==> config.mk <==
export PLATFORM = sky130hd
export DESIGN_NAME = rx_admit_ctrl
export DESIGN_NICKNAME = d
export VERILOG_FILES = /design/src/rtl/rx_adm_pkg.sv /design/src/rtl/rx_adm_classify.sv /design/src/rtl/rx_adm_active.sv /design/src/rtl/rx_adm_status.sv /design/src/rtl/rx_admit_ctrl.sv
export SDC_FILE = /design/constraint.sdc
export NUM_CORES = 1
export LEC_CHECK = 0
export BUFFER_PORTS_ARGS = -buffer_cell sky130_fd_sc_hd__buf_2
export CORE_MARGIN = 1.5
export CORE_UTILIZATION = 55
export DETAILED_ROUTE_END_ITERATION = 7
export PLACE_DENSITY = 0.82
export SETUP_SLACK_MARGIN = 0.2
export SYNTH_ARGS = -nofsm -noshare
export SYNTH_HDL_FRONTEND = slang
export SYNTH_HIERARCHICAL = 1
export SYNTH_SLANG_ARGS = --single-unit
export TNS_END_PERCENT = 30
==> constraint.sdc <==
create_clock -name clk -period 5.8 [get_ports clk]
set_input_delay 0.29 -clock clk [delete_from_list [all_inputs] [get_ports clk]]
set_output_delay 0.29 -clock clk [all_outputs]
set_load 0.1 [all_outputs]
==> src/rtl/rx_adm_pkg.sv <==
package rx_adm_pkg;
  typedef enum logic [2:0] {
    V_SILENT = 3'd0,
    V_FILTER = 3'd1,
    V_BIG    = 3'd2,
    V_LONG   = 3'd3,
    V_HALT   = 3'd4,
    V_STORE  = 3'd5
  } verdict_e;
endpackage

==> src/rtl/rx_adm_classify.sv <==
module rx_adm_classify
  import rx_adm_pkg::*;
#(
  parameter int LEN_W     = 17,
  parameter int MAX_W     = 16,
  parameter int REC_W     = 16,
  parameter int MIN_LEN   = 14,
  parameter int CRC_BYTES = 4,
  parameter int STD_MAX   = 1518
) (
  input  logic [LEN_W-1:0] len,
  input  logic             filter_ok,
  input  logic             owned,
  input  logic             allow_long,
  input  logic             strip_crc,
  input  logic [MAX_W-1:0] max_len,
  output verdict_e         verdict,
  output logic             long_flag,
  output logic [REC_W-1:0] rec_len
);
  localparam int SUM_W    = LEN_W + 1;
  localparam int SANE_MAX = (1 << REC_W) - 1 - CRC_BYTES;

  logic [SUM_W-1:0] with_crc;
  logic             sane;
  logic             over_max;

  always_comb begin
    with_crc  = {1'b0, len} + SUM_W'(CRC_BYTES);
    sane      = (len >= LEN_W'(MIN_LEN)) && (len <= LEN_W'(SANE_MAX));
    over_max  = with_crc > SUM_W'(max_len);
    long_flag = with_crc > SUM_W'(STD_MAX);
    rec_len   = strip_crc ? len[REC_W-1:0] : with_crc[REC_W-1:0];
    if (!sane)                        verdict = V_SILENT;
    else if (!filter_ok)              verdict = V_FILTER;
    else if (over_max)                verdict = V_BIG;
    else if (long_flag && !allow_long) verdict = V_LONG;
    else if (!owned)                  verdict = V_HALT;
    else                              verdict = V_STORE;
  end
endmodule

==> src/rtl/rx_adm_active.sv <==
module rx_adm_active (
  input  logic clk,
  input  logic rst,
  input  logic rx_en,
  input  logic demand,
  input  logic halt,
  output logic active
);
  logic en_q;

  always_ff @(posedge clk) begin
    if (rst) begin
      en_q   <= 1'b0;
      active <= 1'b0;
    end else begin
      en_q <= rx_en;
      if (!rx_en)                  active <= 1'b0;
      else if (!en_q || demand)    active <= 1'b1;
      else if (halt)               active <= 1'b0;
    end
  end
endmodule

==> src/rtl/rx_adm_status.sv <==
module rx_adm_status #(
  parameter int REC_W    = 16,
  parameter int STAT_W   = 32,
  parameter int GOOD_BIT = 16,
  parameter int LONG_BIT = 17
) (
  input  logic              clk,
  input  logic              rst,
  input  logic              capture,
  input  logic [REC_W-1:0]  rec_len,
  input  logic              long_flag,
  input  logic              xfer_done,
  input  logic              bus_err,
  output logic              pending,
  output logic              desc_wr,
  output logic [STAT_W-1:0] status,
  output logic              evt_good,
  output logic              evt_berr
);
  logic [REC_W-1:0]  len_q;
  logic              long_q;
  logic [STAT_W-1:0] good_word;
  logic              finish;

  assign finish = xfer_done && pending;

  always_comb begin
    good_word              = '0;
    good_word[REC_W-1:0]   = len_q;
    good_word[GOOD_BIT]    = 1'b1;
    good_word[LONG_BIT]    = long_q;
  end

  always_ff @(posedge clk) begin
    if (rst) begin
      pending  <= 1'b0;
      len_q    <= '0;
      long_q   <= 1'b0;
      desc_wr  <= 1'b0;
      status   <= '0;
      evt_good <= 1'b0;
      evt_berr <= 1'b0;
    end else begin
      desc_wr  <= finish;
      evt_good <= finish && !bus_err;
      evt_berr <= finish && bus_err;
      if (finish) begin
        pending <= 1'b0;
        status  <= bus_err ? '0 : good_word;
      end else if (capture) begin
        pending <= 1'b1;
        len_q   <= rec_len;
        long_q  <= long_flag;
      end
    end
  end
endmodule

==> src/rtl/rx_admit_ctrl.sv <==
module rx_admit_ctrl
  import rx_adm_pkg::*;
#(
  parameter int LEN_W     = 17,
  parameter int MAX_W     = 16,
  parameter int REC_W     = 16,
  parameter int STAT_W    = 32,
  parameter int MIN_LEN   = 14,
  parameter int CRC_BYTES = 4,
  parameter int STD_MAX   = 1518,
  parameter int MAX_RESET = 2048,
  parameter int GOOD_BIT  = 16,
  parameter int LONG_BIT  = 17
) (
  input  logic              clk,
  input  logic              rst,
  input  logic              rx_en,
  input  logic              rx_demand,
  input  logic              allow_long,
  input  logic              strip_crc,
  input  logic              max_wr,
  input  logic [MAX_W-1:0]  max_din,
  input  logic              frame_valid,
  input  logic [LEN_W-1:0]  frame_len,
  input  logic              filter_ok,
  input  logic              desc_owned,
  input  logic              xfer_done,
  input  logic              bus_err,
  output logic              rx_ready,
  output logic              rx_active,
  output logic              store_go,
  output logic              drop,
  output logic              evt_len,
  output logic              evt_big,
  output logic              evt_long,
  output logic              evt_unavail,
  output logic              desc_wr,
  output logic [STAT_W-1:0] desc_status,
  output logic              evt_good,
  output logic              evt_berr
);
  logic [MAX_W-1:0] max_q;
  verdict_e         verdict;
  logic             long_flag;
  logic [REC_W-1:0] rec_len;
  logic             pending;
  logic             accept;
  logic             halt;

  assign accept   = frame_valid && rx_active && !pending;
  assign halt     = accept && (verdict == V_HALT);
  assign rx_ready = rx_active && !pending;

  rx_adm_classify #(
    .LEN_W(LEN_W), .MAX_W(MAX_W), .REC_W(REC_W), .MIN_LEN(MIN_LEN),
    .CRC_BYTES(CRC_BYTES), .STD_MAX(STD_MAX)
  ) u_cls (
    .len(frame_len), .filter_ok(filter_ok), .owned(desc_owned),
    .allow_long(allow_long), .strip_crc(strip_crc), .max_len(max_q),
    .verdict(verdict), .long_flag(long_flag), .rec_len(rec_len)
  );

  rx_adm_active u_act (
    .clk(clk), .rst(rst), .rx_en(rx_en), .demand(rx_demand),
    .halt(halt), .active(rx_active)
  );

  rx_adm_status #(
    .REC_W(REC_W), .STAT_W(STAT_W), .GOOD_BIT(GOOD_BIT), .LONG_BIT(LONG_BIT)
  ) u_st (
    .clk(clk), .rst(rst), .capture(accept && (verdict == V_STORE)),
    .rec_len(rec_len), .long_flag(long_flag), .xfer_done(xfer_done),
    .bus_err(bus_err), .pending(pending), .desc_wr(desc_wr),
    .status(desc_status), .evt_good(evt_good), .evt_berr(evt_berr)
  );

  always_ff @(posedge clk) begin
    if (rst) begin
      max_q       <= MAX_W'(MAX_RESET);
      store_go    <= 1'b0;
      drop        <= 1'b0;
      evt_len     <= 1'b0;
      evt_big     <= 1'b0;
      evt_long    <= 1'b0;
      evt_unavail <= 1'b0;
    end else begin
      if (max_wr) max_q <= max_din;
      store_go    <= accept && (verdict == V_STORE);
      drop        <= accept && (verdict != V_STORE);
      evt_len     <= accept && (verdict != V_SILENT);
      evt_big     <= accept && (verdict == V_BIG);
      evt_long    <= accept && (verdict == V_LONG);
      evt_unavail <= halt;
    end
  end
endmodule

==> impl_metrics.yaml, run 1 <==
placed_design:
  placed_area_um2: 4270
  place_ws_ns: 0.816
  gp_congestion: 0.920
  port_buffers: 73
  hpwl_um: 6220
yosys:
  synth_top_area_share: 0.309
  yosysWarnings: 6
  syn_area_um2: 4090
  yosysMostFrequentCell: "dfxtp_1"
  yosys-top-cells-count: "dfxtp_1 (63), nor2_1 (37), nand2b_1 (36)"
  ys_top_cells_by_area: "dfxtp_1 (31%), mux2i_1 (8.3%), nand2b_1 (5.5%)"
  synthCells: 461
  synth_edf_count: 0
  syn_avg_cell_area_um2: 8.87
  yosysSeqAreaShare: 0.309
  ys_seq_elements: 63
  ys_types: 63
  async_flop_share: 0
  synth-main-ff-cell: "dfxtp_1"
  synth_area_leader_cell: "dfxtp_1"
routing:
  avgViaCountPerCell: 5.43
  drt_wl_total_um: 8670
  wl_per_cell_um: 14.2
  final_antenna_net_count: 0
  drtIter0Drc: 145
  first_pass_iters: 5
  via_count: 3314
  drc_errors: 0
layout:
  drive_above_1_share: 0.237
  top_register: "u_st/status"
  post-route-util: 0.619
  largest_reg_flops: 18
  nets: 568
  top_regs: "u_st/status x18, max_q x16, u_st/len_q x16"
  area.growth.synth_to_final_pct: 9.18
  stdcell_area_um2: 4460
  num_antenna_cells: 0
  fill_cells: 666
floorplan:
  die_w_um: 89.2
  die_h_um: 89.2
  io_pins: 88
  core_region_area_um2: 7210
  dieArea_um2: 7960
  start_util: 0.567
  fp-row-count: 31
clocking:
  hold_buffers: 0
  postCtsSetupBuffers: 0
  cts_resized: 0
  clock_sinks: 63
  clkLatencyLatePin_ns: 0.35
  cts.path.max_buffers: 2
  cts_tree: "done"
  clk_pin_slew_ns: 0.07
  root_buffer: "clkbuf_8"
  cts_buffers: 9
  htreeDepth: 3
power_and_ir_drop:
  power_density_nw_per_um2: 226
  power_uw: 1010
  ir_drop_v: 0.000127
  power_leakage_uw: 0.00187
critical_path:
  crit_arrival_ns: 4.97
  cp-start-kind: "input pin"
  r2r_start: "max_q[9]"
  r2r_slack_ns: 1.90
  crit_slowest_cell: "a221oi_1"
  crit_end: "u_st/len_q[8]"
  endpoint_kind: "flip-flop"
  cp_cell_sequence: "buf_2 -> ha_1 -> nand3_1 -> or3_1 -> xnor2_1 -> ha_1 -> a21oi_1 -> a21boi_0 -> a2111oi_0 -> a211o_1 -> nand3_1 -> a221oi_1 -> nand3b_1 -> nor2_1 -> a21boi_2 -> buf_4 -> mux2i_1"
  cp_max_fo: 17
  r2r_cells: 13
  cpPeakStageDelay_ns: 0.76
  r2r-end: "u_st/len_q[8]"
  crit_type: "in2reg"
  cp.required_ns: 6.07
  crit_start: "frame_len[2]"
sta:
  fin_skew_ns: 0.0111
  setup_viol: 0
  setup_ws_ns: 1.10
  rsz0062_at_grt: "false"
  final-hold-violation-count: 0
  period_minus_slack_ns: 4.70
  fin_tns_setup_ns: 0
  min_period_over_period: 0.811
  final_max_slew_viol_count: 0
  worstMarginPinSlew_ns: 1.11
  relSlewSlack: 0.262
  max_clock_freq_mhz: 213
global_route:
  grt_start_max_net_pins: 75
  grt_pass1_vias: 3124
  grtUsageTotal: 0.229
  grt-ovfl-total: 0
  grt_pass1_wl_um: 14200
  antenna_found_initial: 0
run:
  max_cap_viol_count: 0
status:
  status: "finished, final reports clean"
worst_hold_path:
  min-delay-path-class: "in2reg"
==> per-stage QoR <==
step / hold WS (ns) / std cells
4_1_cts: 0.140 / 610
2_1_floorplan: 0.412 / 474
5_1_grt: 0.141 / 610
3_5_place_dp: 0.464 / 594
6_report: 0.154 / 610
3_3_place_gp: 0.462 / 594
==> report_power, final <==
part | switching (µW) | leakage (µW) | internal (µW)
clock | 170 | 0.0000936 | 210
combinational | 128 | 0.00126 | 58.2
sequential | 4.42 | 0.000511 | 440
total | 302 | 0.00187 | 709
==> metal layers <==
metal  vias to the layer above  wire length [µm]  GRT usage
met5                         -                 0          0
met4                         0               226      0.102
met3                        20               536     0.0619
met2                       127              4060      0.382
met1                      1509              3840      0.276
li1                       1658                 -          -
==> worst min path at each step <==
stage	slack, ns	cells past startpoint	end	startpoint
final	0.15	2	max_q[11]	max_din[11]
after global routing	0.14	2	max_q[11]	max_din[11]
after CTS	0.14	2	max_q[11]	max_din[11]
after detailed placement	0.46	2	u_st/len_q[13]	u_st/len_q[13]
after global placement	0.46	2	u_st/len_q[0]	u_st/len_q[0]
after floorplan	0.41	1	max_q[11]	max_din[11]
==> critical path: cells and delay by family <==
family	cells	cell delay [ns]
xor+xnor	1	0.20
mux	1	0.24
compound gates	6	2.05
buf+inv	2	0.45
fa+ha+maj	2	0.64
simple gates	5	1.11
==> placed cells by master, fill, tap and decap left out, types with 6 or more instances in the layout <==
| cell | n |
|---|---|
| buf_2 | 73 |
| dfxtp_1 | 63 |
| nor2_1 | 37 |
| nand2b_1 | 36 |
| mux2i_1 | 34 |
| a21oi_1 | 25 |
| inv_1 | 24 |
| nand2_1 | 17 |
| ha_1 | 17 |
| a21bo_2 | 17 |
| nand4b_1 | 17 |
| conb_1 | 14 |
| xor2_1 | 13 |
| nor3_1 | 12 |
| nand3_1 | 11 |
| xnor2_1 | 11 |
| clkbuf_8 | 10 |
| nor2b_1 | 7 |
| nand4_1 | 6 |
| nor4_1 | 6 |
==> kinds of logic after synthesis <==
kind of cell    Yosys count  synth area share
xor+xnor                 24            0.0514
mux                      36            0.0888
compound gates           70             0.133
simple gates            172             0.253
fa+ha+maj                17            0.0520
flops                    63             0.309
other cells               1          0.000917
buf+inv                  78             0.112
==> layout make-up <==
type / instances / area (µm²) / share of cell area
multi-input combinational: 333 / 2420 / 0.541
timing repair buffer: 75 / 380 / 0.0852
inverter: 24 / 90.1 / 0.0202
clock inverter: 3 / 42.5 / 0.00953
sequential: 63 / 1260 / 0.283
tap: 99 / 124 / 0.0278
clock buffer: 13 / 149 / 0.0334
No activity file was read; power rests on OpenSTA's default activity.
==> run 2, diff against run 1 <==
--- a/config.mk
+++ b/config.mk
@@ -7,9 +7,9 @@
 export LEC_CHECK = 0
 export BUFFER_PORTS_ARGS = -buffer_cell sky130_fd_sc_hd__buf_2
 export CORE_MARGIN = 1.5
-export CORE_UTILIZATION = 55
+export CORE_UTILIZATION = 50
 export DETAILED_ROUTE_END_ITERATION = 7
-export PLACE_DENSITY = 0.82
+export PLACE_DENSITY = 0.79
 export SETUP_SLACK_MARGIN = 0.2
 export SYNTH_ARGS = -nofsm -noshare
 export SYNTH_HDL_FRONTEND = slang
==> constraint.sdc (replaced) <==
create_clock -name clk -period 3.75 [get_ports clk]
set_input_delay 0.1875 -clock clk [delete_from_list [all_inputs] [get_ports clk]]
set_output_delay 0.1875 -clock clk [all_outputs]
set_load 0.1 [all_outputs]
==> run 2 against run 1 <==
  * Count of clock-buffer cells in the layout decreased by 4
  * Die area rose by 9.6%
  * Via count rose by 6.2%
  * Critical path depth unchanged
  * Final area increased by 11%
  * Largest cell class unchanged
==> impl_metrics.yaml, run 2 (synthesis gave the netlist of run 1 again) <==
status:
  status: "finished, final reports clean"
run:
  max_cap_viol_count: 0
layout:
  mostFrequentLayoutCells: "dfxtp_1 (63), buf_2 (63), nand2b_1 (36)"
  top_register: "u_st/status"
  fill_cells: 688
  num_antenna_cells: 0
  largest_reg_flops: 18
  drive_above_1_share: 0.312
  instances_no_fill: 643
  multi_input_area_um2: 2560
  ff_latch_area_um2: 1260
  area.growth.synth_to_final_pct: 20.9
  nets: 598
  top_regs: "u_st/status x18, max_q x16, u_st/len_q x16"
routing:
  wl_per_cell_um: 14.7
  avgViaCountPerCell: 5.47
  first_pass_iters: 6
  via_count: 3519
  drt_wl_total_um: 9440
  drtIter0Drc: 272
  final_antenna_net_count: 0
  drc_errors: 0
sta:
  max_clock_freq_mhz: 282
  fin_skew_ns: 0.00859
  fin_tns_setup_ns: 0
  holdWs_ns: 0.0524
  setup_viol: 0
  min_period_over_period: 0.944
  final_max_slew_viol_count: 0
  rsz0062_at_grt: "true"
  relSlewSlack: 0.270
  worstMarginPinSlew_ns: 1.09
  period_minus_slack_ns: 3.54
  final-hold-violation-count: 0
clocking:
  htreeDepth: 3
  clkLatencyLatePin_ns: 0.35
  cts.path.max_buffers: 2
  hold_buffers: 0
  root_buffer: "clkbuf_8"
  clock_sinks: 63
  cts_buffers: 9
  clk_pin_slew_ns: 0.07
  cts_tree: "done"
global_route:
  grt-ovfl-total: 0
  grt_start_max_net_pins: 75
  antenna_found_initial: 0
  grt_pass1_wl_um: 15000
  grt_pass1_vias: 3193
  grtUsageTotal: 0.216
floorplan:
  die_w_um: 93.4
  die_h_um: 93.4
  dieArea_um2: 8730
  io_pins: 88
  start_util: 0.524
  core_region_area_um2: 7810
  fp-row-count: 32
critical_path:
  crit_arrival_ns: 3.81
  crit_type: "in2reg"
  cp_max_fo: 8
  crit_slowest_cell: "or4_4"
  cpPeakStageDelay_ns: 0.58
  cp_cell_sequence: "buf_8 -> ha_4 -> nand3_4 -> or3_4 -> xnor2_2 -> ha_1 -> nand4_1 -> or4_4 -> o21ai_4 -> a211o_1 -> nand3_2 -> a221oi_4 -> nand3b_1 -> nor2_2 -> a21boi_4 -> clkbuf_16 -> mux2i_1"
  cp.required_ns: 4.02
  endpoint_kind: "flip-flop"
  cp-start-kind: "input pin"
placed_design:
  dp_cells: 611
  gp_congestion: 0.948
  port_buffers: 73
  hpwl_um: 6490
power_and_ir_drop:
  ir_drop_v: 0.000148
  power_uw: 1610
  power_leakage_uw: 0.00207
  power_density_nw_per_um2: 326
worst_hold_path:
  min-delay-path-class: "in2reg"
run 2: report_power, final:
| group | leakage [µW] | internal [µW] | total (µW) | switching (µW) |
|---|---|---|---|---|
| combinational | 0.00146 | 121 | 337 | 216 |
| sequential | 0.000511 | 681 | 688 | 6.68 |
| clock | 0.0000992 | 307 | 587 | 280 |
run 2: what timing repair did:
action,4_1_cts,5_1_grt
setup endpoints to repair,0,17
resized for setup,0,29
buffers inserted,0,14
run 2: worst paths after layout:
| path | depth (start not counted) | start | to | slack (ns) |
|---|---|---|---|---|
| setup / recovery | 17 | frame_len[3] | u_st/len_q[13] | 0.21 |
| hold / removal | 2 | max_din[11] | max_q[11] | 0.05 |
| setup reg to reg | 13 | max_q[13] | u_st/len_q[13] | 0.53 |
| hold reg to reg | 2 | u_st/len_q[2] | u_st/len_q[2] | 0.48 |
run 2: critical path, delay by kind of cell:
| kind | cells | cell delay (ns) |
|---|---|---|
| and+or+nand+nor | 7 | 1.63 |
| AOI/OAI and AO/OA | 4 | 0.85 |
| adders and majority gates | 2 | 0.49 |
| buffers and inverters | 2 | 0.31 |
| muxes | 1 | 0.19 |
| xor gates and xnor gates | 1 | 0.14 |
run 2: area by class of cell:
cell class	count	area share
repair buffers	105	0.143
inverters	24	0.0182
well taps	102	0.0258
flip-flops and latches	63	0.255
multi-input cells	333	0.518
clock buffers	9	0.0251
clock inverters	7	0.0149
run 2: metrics by stage:
stage	instance area, µm²	setup slack [ns]	utilization
6_report	4940	0.210	0.633
2_1_floorplan	4250	0.175	-
4_1_cts	4670	0.356	0.598
3_5_place_dp	4470	0.0258	0.573
3_3_place_gp	4470	0.175	0.573
5_1_grt	4940	0.0463	0.633
run 2: layer usage:
| layer | part of all wire | up-vias | GRT usage |
|---|---|---|---|
| met3 | 0.062 | 16 | 0.0480 |
| met1 | 0.43 | 1656 | 0.277 |
| met4 | 0.019 | 0 | 0.0821 |
| met5 | 0 | - | 0 |
| li1 | - | 1716 | - |
| met2 | 0.49 | 131 | 0.350 |
==> run 3, diff against run 2 <==
--- a/config.mk
+++ b/config.mk
@@ -6,7 +6,6 @@
 export NUM_CORES = 1
 export LEC_CHECK = 0
 export BUFFER_PORTS_ARGS = -buffer_cell sky130_fd_sc_hd__buf_2
-export CORE_MARGIN = 1.5
 export CORE_UTILIZATION = 50
 export DETAILED_ROUTE_END_ITERATION = 7
 export PLACE_DENSITY = 0.79
==> run 3 against run 2 <==
  * First-iteration DRC count down 29%
  * Combinational power down 4%
  * Final cell count down 1.1%
  * Global-route usage up 0.16 points
  * Non-clock buffer count down 7
  * Clock skew up 0.0026 ns
  * Wire length down 3.4%
  * Die area down 2.1%
  * Critical path depth unchanged
  * Setup slack better by 0.078 ns
  * Critical path type unchanged
==> impl_metrics.yaml, run 3 (synthesis gave the netlist of run 1 again) <==
sta:
  setup_ws_ns: 0.288
  period_minus_slack_ns: 3.46
  final_max_slew_viol_count: 0
  fin_skew_ns: 0.0112
  worstMarginPinSlew_ns: 1.11
  setup_viol: 0
  min_period_over_period: 0.923
  holdWs_ns: 0.0621
  final-hold-violation-count: 0
  rsz0062_at_grt: "false"
  max_clock_freq_mhz: 289
  relSlewSlack: 0.262
floorplan:
  die_h_um: 92.4
  start_util: 0.524
  fp-row-count: 32
  die_w_um: 92.4
  io_pins: 88
  core_region_area_um2: 7810
  dieArea_um2: 8540
routing:
  drc_errors: 0
  first_pass_iters: 4
  wl_per_cell_um: 14.3
  avgViaCountPerCell: 5.38
  final_antenna_net_count: 0
  drtIter0Drc: 192
  via_count: 3420
  drt_wl_total_um: 9120
critical_path:
  r2r_slack_ns: 0.64
  cp_max_fo: 8
  cp-start-kind: "input pin"
  r2r_start: "max_q[4]"
  endpoint_kind: "flip-flop"
  crit_arrival_ns: 3.73
  crit_type: "in2reg"
  r2r_cells: 13
  crit_start: "frame_len[2]"
  crit_end: "u_st/long_q"
  cp.required_ns: 4.02
  r2r-end: "u_st/long_q"
power_and_ir_drop:
  power_density_nw_per_um2: 331
  power_leakage_uw: 0.00201
  ir_drop_v: 0.000198
global_route:
  grt_pass1_vias: 3127
  grt-ovfl-total: 0
  antenna_found_initial: 0
  grt_start_max_net_pins: 75
  grt_pass1_wl_um: 14700
  grtUsageTotal: 0.217
layout:
  drive_above_1_share: 0.300
  largest_reg_flops: 18
  top_regs: "u_st/status x18, max_q x16, u_st/len_q x16"
  instances_no_fill: 636
  nets: 591
  mostFrequentLayoutCells: "buf_2 (72), dfxtp_1 (63), nor2_1 (36), nand2b_1 (36), mux2i_1 (34)"
  num_antenna_cells: 0
  top_register: "u_st/status"
  area.growth.synth_to_final_pct: 17.8
  final_common_cell: "buf_2"
  stdcell_area_um2: 4810
run:
  max_cap_viol_count: 0
placed_design:
  place_ws_ns: -0.0432
  placed_area_um2: 4500
  dp_cells: 614
  gp_congestion: 0.918
  port_buffers: 73
  hpwl_um: 6610
clocking:
  cts.path.max_buffers: 2
  root_buffer: "clkbuf_8"
  hold_buffers: 0
  clk_pin_slew_ns: 0.08
  clock_sinks: 63
  cts_buffers: 9
  cts_tree: "done"
  clkLatencyLatePin_ns: 0.35
  htreeDepth: 3
status:
  status: "finished, final reports clean"
worst_hold_path:
  hold_path.startpoint: "max_din[11]"
  min-delay-path-class: "in2reg"
run 3: cell count changes in the layout (fill, tap and decap cells not counted), sizes merged:
cell      delta
clkinv       -2
clkbuf       -4
clkinvlp     +1
inv          +1
buf          -3
run 3: worst min-delay path by stage:
| stage | end | slack [ns] | cells after the start |
|---|---|---|---|
| 6_report | max_q[11] | 0.06 | 2 |
| 2_1_floorplan | max_q[11] | 0.31 | 1 |
| 5_1_grt | max_q[11] | 0.06 | 2 |
| 3_5_place_dp | u_act/active | 0.42 | 2 |
| 4_1_cts | max_q[11] | 0.05 | 2 |
| 3_3_place_gp | max_q[11] | 0.40 | 2 |
run 3: layout make-up:
class                           instances  area, µm²
Clock buffer                            9        124
Timing Repair Buffer                   98        586
Sequential cell                        63       1260
Clock inverter                          7       72.6
Multi-Input combinational cell        333       2550
Inverter                               24       90.1
Tap cell                              102        128
Fill cell                             697       2990
run 3: power by group:
part	total (µW)	internal, µW	switching (µW)	leakage (µW)
registers	688	681	6.83	0.000511
clock network	583	307	276	0.0000956
logic	325	111	213	0.00140
total	1600	1100	496	0.00201
run 3: per-layer routing:
| metal | global-route usage | routed length, µm |
|---|---|---|
| met1 | 0.279 | 4080 |
| met2 | 0.359 | 4410 |
| met3 | 0.0419 | 433 |
| met4 | 0.0820 | 197 |
| met5 | 0 | 0 |
run 3: worst max-delay path, cell delays in order:
cell	delay (ns)
buf_2	0.16
ha_4	0.18
nand3_4	0.09
or3_4	0.42
xnor2_2	0.16
ha_4	0.28
nand4_1	0.15
or4_4	0.45
o21ai_2	0.09
a211o_1	0.16
nand3_2	0.12
a221oi_4	0.32
nand3b_1	0.13
nor2_1	0.14
a21boi_4	0.27
clkbuf_16	0.21
mux2i_1	0.22
run 3: per-stage QoR:
step	setup TNS (ns)	total power [µW]	util
6_report	0	1600	0.617
5_1_grt	0	1670	0.617
4_1_cts	0	1600	0.601
3_5_place_dp	-0.512	1010	0.576
2_1_floorplan	0	960	-
3_3_place_gp	0	1000	0.576
run 3: repair_timing:
item,CTS,global route
setup endpoints to repair,0,18
buffers inserted,0,5
resized for setup,0,9
